**config.mk**
```make
export PLATFORM = sky130hd
export DESIGN_NAME = pixlink_serializer
export DESIGN_NICKNAME = d
export VERILOG_FILES = /design/src/rtl/pxl_pkg.sv /design/src/rtl/pxl_edge_pick.sv /design/src/rtl/pxl_clk_watch.sv /design/src/rtl/pxl_lane_serializer.sv /design/src/rtl/pixlink_serializer.sv
export SDC_FILE = /design/constraint.sdc
export NUM_CORES = 1
export LEC_CHECK = 0
export BUFFER_PORTS_ARGS = -buffer_cell sky130_fd_sc_hd__buf_2
export CORE_UTILIZATION = 35
export CTS_BUF_LIST = sky130_fd_sc_hd__clkbuf_8
export CTS_CLUSTER_SIZE = 40
export DETAILED_ROUTE_END_ITERATION = 8
export SETUP_SLACK_MARGIN = 0.02
export SLEW_MARGIN = 20
export SYNTH_ARGS = -nofsm -noshare
export SYNTH_HDL_FRONTEND = slang
export SYNTH_HIERARCHICAL = 1
export SYNTH_SLANG_ARGS = --single-unit
```
**constraint.sdc**
```tcl
create_clock -name clk -period 4.9 [get_ports clk]
set_input_delay 0.735 -clock clk [delete_from_list [all_inputs] [get_ports clk]]
set_output_delay 0.735 -clock clk [all_outputs]
set_load 0.02 [all_outputs]
```
**src/rtl/pxl_pkg.sv**
```systemverilog
`timescale 1ns/1ps
package pxl_pkg;
    localparam int SLOTS      = 7;
    localparam int SLOT_W     = $clog2(SLOTS);
    localparam int DATA_LANES = 3;
    localparam int COLOR_W    = 6;
    localparam int WORD_W     = 3 * COLOR_W + 3;
    // bit s is the clock-lane value in slot s
    localparam logic [SLOTS-1:0] CLK_PAT = 7'b1100011;
endpackage

```
**src/rtl/pxl_edge_pick.sv**
```systemverilog
`timescale 1ns/1ps
module pxl_edge_pick #(
    parameter int SYNC_STAGES = 2
) (
    input  logic clk,
    input  logic pd_n,
    input  logic pix_clk,
    input  logic rise_sel,
    output logic edge_o
);
    typedef struct packed {
        logic [SYNC_STAGES-1:0] sync;
        logic                   prev;
    } edge_t;

    edge_t st_d, st_q;

    always_comb begin
        st_d      = st_q;
        st_d.sync = {st_q.sync[SYNC_STAGES-2:0], pix_clk};
        st_d.prev = st_q.sync[SYNC_STAGES-1];
    end

    always_ff @(posedge clk or negedge pd_n) begin
        if (!pd_n) st_q <= '0;
        else       st_q <= st_d;
    end

    // pulse for one clock on the selected transition of the synchronised level
    assign edge_o = rise_sel ? ( st_q.sync[SYNC_STAGES-1] & ~st_q.prev)
                             : (~st_q.sync[SYNC_STAGES-1] &  st_q.prev);
endmodule

```
**src/rtl/pxl_clk_watch.sv**
```systemverilog
`timescale 1ns/1ps
module pxl_clk_watch #(
    parameter int LOSS_SLOTS    = 16,
    parameter int RECOVER_EDGES = 4
) (
    input  logic clk,
    input  logic pd_n,
    input  logic bit_en,
    input  logic edge_i,
    output logic lost_o
);
    localparam int GAP_W  = $clog2(LOSS_SLOTS + 1);
    localparam int GOOD_W = $clog2(RECOVER_EDGES + 1);

    typedef struct packed {
        logic [GAP_W-1:0]  gap;
        logic [GOOD_W-1:0] good;
        logic              lost;
    } watch_t;

    watch_t st_d, st_q;

    always_comb begin
        st_d = st_q;
        if (edge_i) begin
            st_d.gap = '0;
            if (st_q.lost) begin
                if (st_q.good == GOOD_W'(RECOVER_EDGES - 1)) begin
                    st_d.lost = 1'b0;
                    st_d.good = '0;
                end else begin
                    st_d.good = st_q.good + 1'b1;
                end
            end
        end else if (bit_en) begin
            if (st_q.gap >= GAP_W'(LOSS_SLOTS - 1)) begin
                st_d.lost = 1'b1;
                st_d.good = '0;
            end else begin
                st_d.gap = st_q.gap + 1'b1;
            end
        end
    end

    always_ff @(posedge clk or negedge pd_n) begin
        if (!pd_n) begin
            st_q      <= '0;
            st_q.lost <= 1'b1;
        end else begin
            st_q <= st_d;
        end
    end

    assign lost_o = st_q.lost;
endmodule

```
**src/rtl/pxl_lane_serializer.sv**
```systemverilog
`timescale 1ns/1ps
module pxl_lane_serializer
    import pxl_pkg::*;
(
    input  logic                  clk,
    input  logic                  pd_n,
    input  logic                  bit_en,
    input  logic                  cap_en,
    input  logic [WORD_W-1:0]     word_i,
    input  logic                  mute_i,
    output logic [DATA_LANES-1:0] data_o,
    output logic                  clk_lane_o,
    output logic                  oe_o,
    output logic [SLOT_W-1:0]     slot_o
);
    localparam logic [SLOT_W-1:0] LAST_SLOT = SLOT_W'(SLOTS - 1);

    typedef struct packed {
        logic [WORD_W-1:0]     hold;
        logic [WORD_W-1:0]     frm;
        logic [SLOT_W-1:0]     slot;
        logic [DATA_LANES-1:0] dat;
        logic                  ck;
        logic                  oe;
    } ser_t;

    ser_t              st_d, st_q;
    logic [SLOT_W-1:0] nslot;
    logic [WORD_W-1:0] src;

    always_comb begin
        st_d    = st_q;
        st_d.oe = 1'b1;
        nslot   = (st_q.slot == LAST_SLOT) ? '0 : st_q.slot + 1'b1;
        src     = (st_q.slot == LAST_SLOT) ? st_q.hold : st_q.frm;
        if (cap_en) st_d.hold = word_i;
        if (bit_en) begin
            st_d.slot = nslot;
            if (st_q.slot == LAST_SLOT) st_d.frm = st_q.hold;
            for (int s = 0; s < SLOTS; s++) begin
                if (nslot == SLOT_W'(s)) begin
                    for (int k = 0; k < DATA_LANES; k++)
                        st_d.dat[k] = ~mute_i & src[k*SLOTS + s];
                    st_d.ck = ~mute_i & CLK_PAT[s];
                end
            end
        end
    end

    always_ff @(posedge clk or negedge pd_n) begin
        if (!pd_n) begin
            st_q      <= '0;
            st_q.slot <= LAST_SLOT;
        end else begin
            st_q <= st_d;
        end
    end

    assign data_o     = st_q.dat;
    assign clk_lane_o = st_q.ck;
    assign oe_o       = st_q.oe;
    assign slot_o     = st_q.slot;
endmodule

```
**src/rtl/pixlink_serializer.sv**
```systemverilog
`timescale 1ns/1ps
module pixlink_serializer
    import pxl_pkg::*;
#(
    parameter int LOSS_SLOTS    = 16,
    parameter int RECOVER_EDGES = 4,
    parameter int SYNC_STAGES   = 2
) (
    input  logic               clk,
    input  logic               pd_n,
    input  logic               bit_en,
    input  logic               pix_clk,
    input  logic               edge_rise,
    input  logic [COLOR_W-1:0] red,
    input  logic [COLOR_W-1:0] grn,
    input  logic [COLOR_W-1:0] blu,
    input  logic               hsync,
    input  logic               vsync,
    input  logic               de,
    output logic [2:0]         data_lane_o,
    output logic               clk_lane_o,
    output logic               lane_oe_o
);
    logic              edge_w;
    logic              lost_w;
    logic [SLOT_W-1:0] slot_w;
    logic [WORD_W-1:0] word_w;

    assign word_w = {de, vsync, hsync, blu, grn, red};

    pxl_edge_pick #(.SYNC_STAGES(SYNC_STAGES)) i_edge (
        .clk      (clk),
        .pd_n     (pd_n),
        .pix_clk  (pix_clk),
        .rise_sel (edge_rise),
        .edge_o   (edge_w)
    );

    pxl_clk_watch #(.LOSS_SLOTS(LOSS_SLOTS), .RECOVER_EDGES(RECOVER_EDGES)) i_watch (
        .clk    (clk),
        .pd_n   (pd_n),
        .bit_en (bit_en),
        .edge_i (edge_w),
        .lost_o (lost_w)
    );

    pxl_lane_serializer i_ser (
        .clk        (clk),
        .pd_n       (pd_n),
        .bit_en     (bit_en),
        .cap_en     (edge_w),
        .word_i     (word_w),
        .mute_i     (lost_w),
        .data_o     (data_lane_o),
        .clk_lane_o (clk_lane_o),
        .oe_o       (lane_oe_o),
        .slot_o     (slot_w)
    );
endmodule

```
# After elaboration in Yosys (flattened, before gate mapping)
# Cells that the tools add are included.
# word_totals
in_bits	26
ff_bits	62
output_inout_bits	5
# op_classes
muxes	17
eq_ne	10
magnitude_cmp	1
reduce_logical	8
bitwise	26
add_sub_neg	3
# op_table
cell	n
2-to-1 mux 4 bit	9
AND 1 bit	23
2-to-1 mux 21 bit	1
2-to-1 mux 9 bit	2
== test 3 bit (second input constant)	4
== test 3 x 2 -> 1 bit (second input constant)	3
nonzero test 7 bit	1
adder 3 x 1 -> 3 bit (second input constant)	2
2-to-1 mux 3 bit	2
AND reduction 2 bit	3
adder 5 x 1 -> 5 bit (second input constant)	1
>= comparator 5 x 4 -> 1 bit (second input constant)	1
2-to-1 mux 5 bit	1
nonzero test 2 bit	2
== test 3 x 1 -> 1 bit (second input constant)	1
logical NOT 3 bit	1
inverter 1 bit	3
AND reduction 3 bit	1
2-to-1 mux 1 bit	2
inequality test 2 x 1 -> 1 bit (second input constant)	1
inequality test 2 bit (second input constant)	1

# Depth between registers and ports, before layout
# depth
word_depth	10
depth_mapped	6
mapped_depth_nobuf	6

# Modules after synthesis
# The synthesis kept the hierarchy.
# by_module_without_submodules
mod	cells_per_inst	area_each_um2	seq_area_each_um2	instances
pxl_lane_serializer	155	2228.4	1253.7	1
pxl_clk_watch	49	496.7	226.5	1
pxl_edge_pick	6	97.6	75.1	1

# Least setup slack after synthesis
# Ideal clock, no wire load.
# synth_path
path_kind	input-to-reg
startpoint	input port edge_rise
endpoint	register i_ser/st_q[29] (netlist bit)
setup_ns	0.125
stages	3
setup_slack_ns	3.106
arrival_time_ns	1.669
cell_sequence	o21ai_2 > clkbuf_1 > mux2_2
# synth_between
elab_chain_len	1
# synth_rtl
item	line	source
start: declaration	pixlink_serializer.sv:13	input logic edge_rise,
2-to-1 mux 1 bit	pxl_edge_pick.sv:30	assign edge_o = rise_sel ? ( st_q.sync[SYNC_STAGES-1] & ~st_q.prev)
end signal: assignment	pxl_lane_serializer.sv:55	st_q <= st_d;
end: declaration	pxl_lane_serializer.sv:27	ser_t st_d, st_q;
# No other way between the ends.
# A chain may end at the register's enable or synchronous reset.

# Worst setup path after layout
# layout_path
startpoint	register i_watch/st_q[4] (netlist bit)
endpoint	register i_watch/st_q[6] (netlist bit)
# layout_between
elab_chain_len	4
elab_cells_between_ends	7
cone_classes	add/sub (1); order compare (1); eq/ne (1); mux (3); reduce/logical (1)
# layout_rtl
item	line	source
start: declaration	pxl_clk_watch.sv:21	watch_t st_d, st_q;
start signal: assignment	pxl_clk_watch.sv:50	st_q <= st_d;
adder 5 x 1 -> 5 bit	pxl_clk_watch.sv:40	st_d.gap = st_q.gap + 1'b1;
2-to-1 mux 5 bit	pxl_clk_watch.sv:36	if (st_q.gap >= GAP_W'(LOSS_SLOTS - 1)) begin
2-to-1 mux 9 bit	pxl_clk_watch.sv:35	end else if (bit_en) begin
2-to-1 mux 9 bit	pxl_clk_watch.sv:25	if (edge_i) begin
# Parallel ways exist; a longest one is shown, timed or not. The select of a mux whose other input is x is not followed.

==> key figures <==
Worst setup path
  • WS Path Type: flop to flop
  • Crit path from: i_watch/st_q[4]
  • Crit start category: flop
  • Crit. End Element: flop
  • Arrival time worst endpoint: 2.09 ns
  • Worst setup endpoint: i_watch/st_q[6]
  • RR Endpoint: i_watch/st_q[6]
  • R2R cell count: 6
  • R2R setup slack: 3.02 ns
  • Crit path max fanout: 5
  • Worst path required time: 5.11 ns
  • Worst R2R Start: i_watch/st_q[4]

CTS
  • Clock Tree Buf Depth: 2
  • CTS sink count: 62
  • CTS Buf Count: 9
  • CTS tree: done
  • Clock Latency Late Sink: 0.33 ns
  • Root Driver: clkbuf_8
  • Post-CTS Setup Bufs: 0
  • Cts hold-fix bufs: 0
  • CTS clk-pin slew, worst paths: 0.07 ns
  • H-tree levels: 3
  • # resized after CTS: 0

Power and ir drop
  • Logic pwr share: 25.4%
  • Pwr per Cell Area: 561 mW/mm2
  • Seq pwr share: 46.4%
  • Peak supply drop: 0.000211 V
  • Psw: 0.510 mW
  • Internal: 1.31 mW
  • Clock Power Share: 28.1%
  • Leakage power: 1.54 nW
  • Net Sw Frac: 28.0%
  • Tot Pwr: 1.82 mW

Run status
  • Status: completed

GRT
  • Pin count of the biggest net entering global routing: 63
  • Gr usage total: 12.5%
  • Global-route wire length before repair: 8020 um
  • Vias in the first global route: 1,629
  • Initial antenna violation count: 0
  • Global route overflow: 0

Drt
  • Routed WL: 4670 um
  • WL per Instance: 13.5 um
  • Final ANT Viol Nets: 0
  • DRC: 0
  • Starting DRT DRC Count: 101
  • Vias per Instance: 4.68
  • Detailed Routing Iterations Pass 1: 4
  • Vias: 1,614

STA
  • Final Setup Violations: 0
  • Final hold vios: 0
  • Final Skew: 0.00763 ns
  • Total negative slack: 0 ns
  • Relative slew slack: 49.0%
  • Fmax: 0.532 GHz
  • RSZ-0062 raised after global routing: no
  • Worst-Margin Slew: 0.766 ns
  • Max Slew Vio Count: 0
  • Final critical-path share of the clock period: 38.4%
  • Final min period: 1.88 ns
  • Fin Hold WS: 0.350 ns

Finish
  • Core Util, Final: 42.0%
  • Fill count: 736
  • Layout Area Growth over Synthesis: 16.0%
  • Register area: 0.00156 mm2
  • Fin cells: 345
  • Footprint of the multi-input gates: 0.00115 mm2
  • Ant diodes: 0
  • Share of cells above drive strength 1: 42.8%
  • NumNets Final: 267

Floorplan
  • Die Span Y: 91.4 um
  • Rows: 32
  • Total die area: 0.00836 mm2
  • Initial Utilization: 36.2%
  • Core area: 0.00773 mm2
  • Die width: 91.4 um
  • Num ports: 31

Placed design
  • Final HPWL DP: 3070 um
  • Port bufs: 30
  • Dpl cells: 329
  • GPL Wtd Cong: 0.718

Synthesis
  • Cells after Synth: 207
  • Cell Area, Synth: 0.00280 mm2
  • Syn. warnings: 6
  • Syn Area/Cell: 13.5 um2
  • Post-Syn Nets: 236

Hold path
  • WHS Path Cells: 0
  • Hold/Removal Path Class: flop to flop

Run
  • Max cap viols: 0
-- cell type report --
cell class                 count  area share [%]
timing repair buffer          32            5.09
inverter                       5           0.578
tap                          102            3.93
multi-input combinational    128            35.3
clock inverter                 4            2.12
clock buffer                  12            5.09
sequential                    62            47.9
-- worst max-delay path, stage by stage (launching register included) --
cell and delay [ns]:
dfrtp_1 0.44, ha_1 0.23, and3_1 0.15, ha_1 0.17
nor2_1 0.23, and4_4 0.26, mux2_4 0.29
-- routing by layer --
layer	up-vias	GRT usage [%]	part of all wire, %	wire length [um]
li1	802	-	-	-
met1	782	17.3	50	2350
met2	24	17.8	44	2070
met3	6	4.44	3.7	172
met4	0	5.16	1.6	74
met5	-	0	0	0
-- worst min-delay path by stage --
stage,start,endpoint,slack (ns)
final,i_edge/st_d[2],i_edge/st_d[0],0.35
after floorplan,i_edge/st_d[2],i_edge/st_d[0],0.33
after detailed placement,i_edge/st_d[2],i_edge/st_d[0],0.34
after CTS,i_edge/st_d[2],i_edge/st_d[0],0.35
after global routing,i_edge/st_d[2],i_edge/st_d[0],0.37
after global placement,i_edge/st_d[2],i_edge/st_d[0],0.33
-- layout by cell type (no fill, tap or decap), types with 2 or more instances in the layout --
master     instances
a21oi_1            6
a22o_1             2
a311oi_1           2
and3_1             2
buf_2             30
buf_4              2
bufinv_16          2
clkbuf_8          12
dfrtp_1           59
dfstp_2            3
ha_1               3
inv_1              5
mux2_2            24
mux2_4            22
mux2i_1            2
nand2_1            9
nand2b_1           8
nand3_1            5
nor2_1            12
nor2b_1            3
nor3_1             2
o21ai_0            7
-- power by group through the flow --
stage	combinational, mW	clock, mW	sequential [mW]
after floorplan	0.437	0	0.782
after global placement	0.455	0	0.849
after detailed placement	0.470	0	0.856
after CTS	0.471	0.527	0.848
after global routing	0.512	0.556	0.871
final	0.464	0.513	0.846
-- state kept, by name, indices dropped and copies added (netlist names) --
register          flops
i_ser/oe_o            1
i_watch/st_q          8
i_ser/clk_lane_o      1
i_ser/slot_o          3
i_edge/st_d           2
i_ser/st_q           42
i_edge/st_q           1
i_watch/lost_o        1
i_ser/data_o          3
-- stage by stage --
step           cell area [um2]  worst slack (ns)
6_report                  3250              3.02
5_1_grt                   3250              2.93
4_1_cts                   3250              3.02
3_5_place_dp              3010              2.85
3_3_place_gp              3010              2.88
2_1_floorplan             2800              3.11
(Power assumes the default switching activity.)
